### src/rtl/xcvr_pkg.sv
package xcvr_pkg;

  // Behaviour of one direction's storage element for the coming clock edge
  typedef enum logic [1:0] {
    M_HOLD = 2'd0,
    M_PASS = 2'd1,
    M_LOAD = 2'd2
  } st_mode_e;

  // Pass wins over load; otherwise the store keeps its word
  function automatic st_mode_e pick_mode(input logic le, input logic rise);
    if (le)   return M_PASS;
    if (rise) return M_LOAD;
    return M_HOLD;
  endfunction

  // Rising level: high now, low at the previous sample
  function automatic logic rise_of(input logic now_lvl, input logic before_lvl);
    return now_lvl & ~before_lvl;
  endfunction

  // Map an enable pin to a drive request according to its polarity
  function automatic logic drive_on(input logic oe, input logic act_low);
    return act_low ? ~oe : oe;
  endfunction

endpackage

### src/rtl/xcvr_edge.sv
module xcvr_edge (
  input  logic clk,
  input  logic rst_n,
  input  logic stb_i,
  output logic rise_o
);
  import xcvr_pkg::*;

  logic prev_q;

  // History starts high so a strobe held high across reset is not a rise
  always_ff @(posedge clk or negedge rst_n) begin
    if (!rst_n) prev_q <= 1'b1;
    else        prev_q <= stb_i;
  end

  assign rise_o = rise_of(stb_i, prev_q);
endmodule

### src/rtl/xcvr_cell.sv
module xcvr_cell (
  input  logic               clk,
  input  logic               rst_n,
  input  xcvr_pkg::st_mode_e mode_i,
  input  logic               d_i,
  output logic               q_o
);
  import xcvr_pkg::*;

  always_ff @(posedge clk or negedge rst_n) begin
    if (!rst_n)                q_o <= 1'b0;
    else if (mode_i != M_HOLD) q_o <= d_i;
  end
endmodule

### src/rtl/xcvr_lane.sv
module xcvr_lane #(
  parameter int WIDTH         = 18,
  parameter bit OE_ACTIVE_LOW = 1'b0
) (
  input  logic               clk,
  input  logic               rst_n,
  input  logic [WIDTH-1:0]   d_i,
  input  logic               le_i,
  input  logic               stb_i,
  input  logic               oe_i,
  output logic [WIDTH-1:0]   q_o,
  output logic               drv_o,
  output logic               rise_o,
  output xcvr_pkg::st_mode_e mode_o
);
  import xcvr_pkg::*;

  logic [WIDTH-1:0] stored;

  xcvr_edge u_edge (
    .clk    (clk),
    .rst_n  (rst_n),
    .stb_i  (stb_i),
    .rise_o (rise_o)
  );

  assign mode_o = pick_mode(le_i, rise_o);

  // One identical storage cell per bit
  for (genvar i = 0; i < WIDTH; i++) begin : g_bit
    xcvr_cell u_cell (
      .clk    (clk),
      .rst_n  (rst_n),
      .mode_i (mode_o),
      .d_i    (d_i[i]),
      .q_o    (stored[i])
    );
  end

  // Pass mode bypasses the store with no clock delay
  assign q_o = le_i ? d_i : stored;

  if (OE_ACTIVE_LOW) begin : g_oe_low
    assign drv_o = drive_on(oe_i, 1'b1);
  end else begin : g_oe_high
    assign drv_o = drive_on(oe_i, 1'b0);
  end
endmodule

### src/rtl/bidir_stage_xcvr.sv
module bidir_stage_xcvr #(
  parameter int WIDTH = 18
) (
  input  logic             clk,
  input  logic             rst_n,
  input  logic [WIDTH-1:0] pa_i,
  input  logic [WIDTH-1:0] pb_i,
  input  logic             a2b_le,
  input  logic             a2b_stb,
  input  logic             a2b_oe,
  input  logic             b2a_le,
  input  logic             b2a_stb,
  input  logic             b2a_oe_n,
  output logic [WIDTH-1:0] pa_o,
  output logic             pa_oe,
  output logic [WIDTH-1:0] pb_o,
  output logic             pb_oe
);
  import xcvr_pkg::*;

  // Internal events brought out by name for the checker
  logic     a2b_rise;
  logic     b2a_rise;
  st_mode_e a2b_mode;
  st_mode_e b2a_mode;

  xcvr_lane #(.WIDTH(WIDTH), .OE_ACTIVE_LOW(1'b0)) u_a2b (
    .clk    (clk),
    .rst_n  (rst_n),
    .d_i    (pa_i),
    .le_i   (a2b_le),
    .stb_i  (a2b_stb),
    .oe_i   (a2b_oe),
    .q_o    (pb_o),
    .drv_o  (pb_oe),
    .rise_o (a2b_rise),
    .mode_o (a2b_mode)
  );

  xcvr_lane #(.WIDTH(WIDTH), .OE_ACTIVE_LOW(1'b1)) u_b2a (
    .clk    (clk),
    .rst_n  (rst_n),
    .d_i    (pb_i),
    .le_i   (b2a_le),
    .stb_i  (b2a_stb),
    .oe_i   (b2a_oe_n),
    .q_o    (pa_o),
    .drv_o  (pa_oe),
    .rise_o (b2a_rise),
    .mode_o (b2a_mode)
  );
endmodule

### config.mk
export PLATFORM = sky130hd
export DESIGN_NAME = bidir_stage_xcvr
export DESIGN_NICKNAME = d
export VERILOG_FILES = /design/src/rtl/xcvr_pkg.sv /design/src/rtl/xcvr_edge.sv /design/src/rtl/xcvr_cell.sv /design/src/rtl/xcvr_lane.sv /design/src/rtl/bidir_stage_xcvr.sv
export SDC_FILE = /design/constraint.sdc
export NUM_CORES = 1
export LEC_CHECK = 0
export ABC_AREA = 1
export BUFFER_PORTS_ARGS = -buffer_cell sky130_fd_sc_hd__buf_4
export CORE_ASPECT_RATIO = 0.9
export CORE_MARGIN = 1
export CORE_UTILIZATION = 48
export CTS_CLUSTER_DIAMETER = 150
export DETAILED_ROUTE_END_ITERATION = 8
export GPL_TIMING_DRIVEN = 1
export PLACE_DENSITY_LB_ADDON = 0.2
export SETUP_SLACK_MARGIN = 0.1
export SYNTH_ARGS = -nofsm -noshare
export SYNTH_HDL_FRONTEND = slang
export SYNTH_SLANG_ARGS = --single-unit
### constraint.sdc
create_clock -name clk -period 1.7 [get_ports clk]
set_clock_uncertainty 0.15 [all_clocks]
set_input_delay 0.34 -clock clk [delete_from_list [all_inputs] [get_ports clk]]
set_output_delay 0.34 -clock clk [all_outputs]
set_load 0.05 [all_outputs]
==> run metrics, run 1 <==
CP endpoint kind output pin; CP startpoint kind input port; syn_area_per_cell 7.30 um2; CTS sink cnt 38; All-Layer GR Usage 21.7%; status finished, violations left; Nets 398; Initial Util 49.8%; gpl congestion 0.777; total grt overflow 0; final std cells w/o fill 403; core box area 4070 um2; Static Leakage 1.58 nW; number of I/O pins 82; Compound-Gate Fraction of Synth Area 0%; Crit Path Category input port to output pin; Cell Area, Synth 2030 um2; Initial DRC Count 89; Worst Max-Slew Pin Slew 0.468 ns; Combinational Power Share 33.0%; Place WS 0.135 ns; Clock Latency Late Sink 0.28 ns; largest cells by area after synthesis dfrtp_1 (44%), nand2_1 (33%), nand3_1 (8.9%); Die Wd 70.6 um; Fin. Hold Viols 0; top-area cell type share of the netlist area 44.4%; area grow syn2layout 32.9%; post-synthesis register bit count 38; CP Data Required Time 1.21 ns; placed cells 392; number of H-tree levels 2; fmax 665 MHz; first-pass GRT wire length 7.65 mm; total power draw 2.41 mW; Final WS setup 0.197 ns; final max-slew violation count 0; Post-Synth Adder-Cell Area 0%; Setup Viol. Count Final 0; Pint 1.54 mW; RSZ-0062 raised after global routing false; number of synthesis warnings 0; Antenna Cells 0; crit path DAT 1.01 ns; design area 2700 um2; synth unique cells 11; Slew HR 68.8%; worst-case clock buffer depth 2; WHS 0.0308 ns; Fin Setup TNS 0 ns; crit path max fanout 14; die height 63.7 um; pin count of the biggest net entering global routing 39; Yosys top cell by area dfrtp_1; number of global-route vias before repair 1,795; vias per cell 4.90; instance area at placement 2570 um2; initial antenna violation count 0; Routed Antenna Nets 0; synthesized instance count 278; MaxCap Viol Count 0; Num CTS Buffers 5; routed vias 1,976; Peak VDD IR 0.560 mV; CTS tree done; routed wire length 4.63 mm; ratio of cells with drive above 1 in the final layout 27.0%; Synth Area in XOR/XNOR 0%; Clock transition at path regs 0.07 ns; simple-gate portion of the synthesized area 45.2%; clock network fraction of total power 24.0%; Root Driver clkbuf_8; wire length per cell 11.5 um; Layout fillers 371; # port buffers 79; drt drc 7; syn nets 322; sequential share of the synthesized area 47.0%; Sequential Power Share 43.0%; HP Class input port to register; Net Sw Frac 36.0%; TritonRoute pass-1 iters 6; mux contribution to synthesized area 0%; die area 4500 um2; crit path time final 1.50 ns; P per Cell Area 894 nW/um2; period utilisation layout 88.4%; Layout Utilization 66.2%; combinational family with the most area after synthesis simple AND/OR/NAND/NOR gates; failing checks design-rule violations; row cnt 22; NetSw 0.869 mW; dpl hpwl 3.01 mm
## placed cells by master (no fill, tap or decap)
cell             n
nand2_1        180
buf_4           79
nand3_1         36
dfrtp_1         36
clkbuf_8         5
inv_1            3
clkbuf_1         3
nand2_4          2
clkinv_8         2
nand2_8          2
inv_6            2
buf_6            2
dfstp_2          2
dlygate4sd3_1    1
## critical path, stage by stage
cell and delay [ns]:
buf_6 0.17, buf_4 0.18, nand2_1 0.06, nand2_1 0.07, buf_4 0.19
## path summary, 6_finish.rpt
path	endpoint	slack (ns)	cells after the start	from
worst max-delay path	pb_o[3]	0.20	5	a2b_le
worst min-delay path	u_b2a.u_edge.prev_q	0.03	1	b2a_stb
worst max register to register	u_b2a.g_bit[8].u_cell.q_o	0.37	5	u_b2a.u_edge.prev_q
worst min register to register	u_a2b.g_bit[17].u_cell.q_o	0.36	2	u_a2b.g_bit[17].u_cell.q_o
max in group asynchronous	u_a2b.u_edge.prev_q	0.65	2	rst_n
min in group asynchronous	u_b2a.g_bit[0].u_cell.q_o	0.40	2	rst_n
## cell families (layout without fill, tap and decap cells)
group | after synthesis | count (layout)
buffers and inverters | 20 | 97
DFF | 38 | 38
and+or+nand+nor | 220 | 220
## power groups by stage
stage | Combinational (mW) | Sequential (mW) | Clock [mW]
floorplan | 0.548 | 1.04 | 0
global placement | 0.784 | 1.05 | 0
detailed placement | 0.790 | 1.05 | 0
CTS | 0.793 | 1.04 | 0.596
global route | 0.861 | 1.05 | 0.637
finish | 0.796 | 1.04 | 0.579
## sequential cells by signal, indices dropped and copies added (netlist names)
signal                  count
u_a2b.g_bit.u_cell.q_o     18
u_a2b.u_edge.prev_q         1
u_b2a.g_bit.u_cell.q_o     18
u_b2a.u_edge.prev_q         1
## metal layers
metal / GRT usage [%] / wire, um / up-vias
met2: 35.1 / 2220 / 46
met3: 4.96 / 226 / 6
met1: 27.8 / 2120 / 915
met5: 0 / 0 / -
li1: - / - / 1009
met4: 9.75 / 63 / 0
## synthesized netlist by cell type
cell type    n
buf_4        5
dfrtp_1     36
nand2_8      2
nand3_1     36
nand2_1    180
buf_6        6
inv_8        2
dfstp_2      2
inv_1        3
nand2_4      2
buf_2        4
## what timing repair did
action,CTS,global route
hold buffers,1,0
hold endpoints to repair,36,0
endpoints found under the setup margin,0,16
resized for setup,0,4
buffers inserted,0,0
## cell type report
class | count | area [um2] | area share, %
clock buffers | 8 | 80.1 | 2.97
inverters | 5 | 43.8 | 1.62
multi-input cells | 220 | 918 | 34.0
flip-flops and latches | 38 | 953 | 35.3
well taps | 48 | 60.1 | 2.23
repair buffers | 82 | 626 | 23.2
repair inverters | 2 | 17.5 | 0.649
Note: power is estimated with default switching activity, not from simulation.
==> inputs of run 2 (changes only) <==
--- a/config.mk
+++ b/config.mk
@@ -7,9 +7,11 @@
 export LEC_CHECK = 0
 export ABC_AREA = 1
 export BUFFER_PORTS_ARGS = -buffer_cell sky130_fd_sc_hd__buf_4
+export CELL_PAD_IN_SITES_DETAIL_PLACEMENT = 1
+export CELL_PAD_IN_SITES_GLOBAL_PLACEMENT = 2
 export CORE_ASPECT_RATIO = 0.9
 export CORE_MARGIN = 1
-export CORE_UTILIZATION = 48
+export CORE_UTILIZATION = 25
 export CTS_CLUSTER_DIAMETER = 150
 export DETAILED_ROUTE_END_ITERATION = 8
 export GPL_TIMING_DRIVEN = 1
==> run metrics, run 2 (same netlist as run 1, synthesis figures left out) <==
status finished, final reports clean; Clock transition at path regs 0.07 ns; P per Cell Area 875 nW/um2; Reg2Reg Capture Point u_b2a.g_bit[13].u_cell.q_o; Routed Antenna Nets 0; total grt overflow 0; Static Leakage 1.58 nW; CP endpoint kind output pin; min-delay src b2a_stb; first-pass GRT wire length 9.28 mm; period utilisation layout 89.4%; Fin. Hold Viols 0; HP Class input port to register; number of global-route vias before repair 1,937; busiest grt layer met2; Root Driver clkbuf_8; drt drc 0; die area 8490 um2; reg2reg path depth 5; Largest regs u_a2b.g_bit.u_cell.q_o x18, u_b2a.g_bit.u_cell.q_o x18; Initial Util 26.4%; wire length per cell 12.4 um; hold endpoint u_b2a.u_edge.prev_q; row cnt 30; most common cell after layout, fill and taps aside nand2_1; Hold Path Cell Cnt 1; Peak VDD IR 0.357 mV; Setup Viol. Count Final 0; vias per cell 4.36; CP startpoint kind input port; number of I/O pins 82; Antenna Cells 0; Initial DRC Count 83; die height 87.5 um; Die Wd 97 um; most frequent cells in the layout nand2_1 (180), buf_4 (80), nand3_1 (36), dfrtp_1 (36), clkbuf_8 (5); MaxCap Viol Count 0; gpl congestion 0.656; Clock Latency Late Sink 0.28 ns; met3 Track Usage GR 2.33%; initial antenna violation count 0; number of H-tree levels 2; fmax 658 MHz; area grow syn2layout 36.0%; Post CTS Setup Buffer Count 0; routed wire length 5.60 mm; met2 Resource Use GR 22.7%; dpl hpwl 3.80 mm; Crit Path Category input port to output pin; CP Data Required Time 1.21 ns; routed vias 1,964; crit path DAT 1.03 ns; All-Layer GR Usage 13.4%; final max-slew violation count 0; WHS 0.0347 ns; Worst Max-Slew Pin Slew 0.507 ns; TritonRoute pass-1 iters 4; crit path max fanout 13; worst-case clock buffer depth 2; GR Util met1 17.7%; CTS sink cnt 38; # port buffers 79; Slew HR 66.2%; ratio of cells with drive above 1 in the final layout 27.1%; Reg-to-Reg Start u_b2a.u_edge.prev_q; Nets 398; pin count of the biggest net entering global routing 39; CTS tree done; Register-to-Register Setup Slack 0.34 ns; Layout Utilization 35.9%; Num CTS Buffers 5; Fin Setup TNS 0 ns; core box area 7690 um2; crit path time final 1.52 ns; RSZ-0062 raised after global routing false
[run 2: cell types whose count changed in the layout (fill, tap and decap cells not counted), sizes merged]
cell	delta
inv	-1
buf	+1
clkbuf	-1
[run 2: worst max-delay path by stage]
stage,from,endpoint,slack (ns),cells past startpoint
finish,a2b_le,pb_o[5],0.18,5
global route,a2b_le,pb_o[5],0.12,5
CTS,a2b_le,pb_o[5],0.13,5
detailed placement,a2b_le,pb_o[5],0.13,5
global placement,a2b_le,pb_o[14],0.12,5
floorplan,b2a_le,pa_o[0],0.13,5
[run 2: area by class of cell]
class	count	area, um2
clock buffer	7	76.3
fill	969	4930
inverter	5	43.8
multi-input combinational	220	918
sequential	38	953
tap	96	120
timing repair buffer	83	642
timing repair inverter	1	8.76
[run 2: critical path, cell delays in order]
cell and delay [ns]:
buf_6 0.17, buf_4 0.19, nand2_1 0.06, nand2_1 0.07, buf_4 0.19
[run 2: power breakdown]
group | leakage [nW] | switching (mW) | internal, mW | total [mW]
Sequential | 0.455 | 0.0461 | 0.991 | 1.04
Combinational | 1.09 | 0.545 | 0.264 | 0.809
Clock | 0.0383 | 0.290 | 0.283 | 0.572
[run 2: stage by stage]
step | worst slack, ns | cells | area [um2] | power [mW]
6_report | 0.180 | 450 | 2760 | 2.42
2_1_floorplan | 0.132 | 278 | 2030 | 1.59
3_5_place_dp | 0.132 | 441 | 2650 | 1.87
3_3_place_gp | 0.115 | 441 | 2650 | 1.86
5_1_grt | 0.125 | 450 | 2760 | 2.57
4_1_cts | 0.130 | 449 | 2740 | 2.46
[run 2: repair_timing]
action | CTS | global route
hold buffers | 1 | 0
endpoints found under the setup margin | 0 | 13
hold endpoints to repair | 36 | 0
gates resized for setup | 0 | 3
[run 2: routing by layer]
layer	wire length [um]	share of wire, %	vias up
li1	-	-	1007
met2	2590	46	41
met3	219	3.9	2
met1	2760	49	914
met5	0	0	-
met4	28	0.50	0
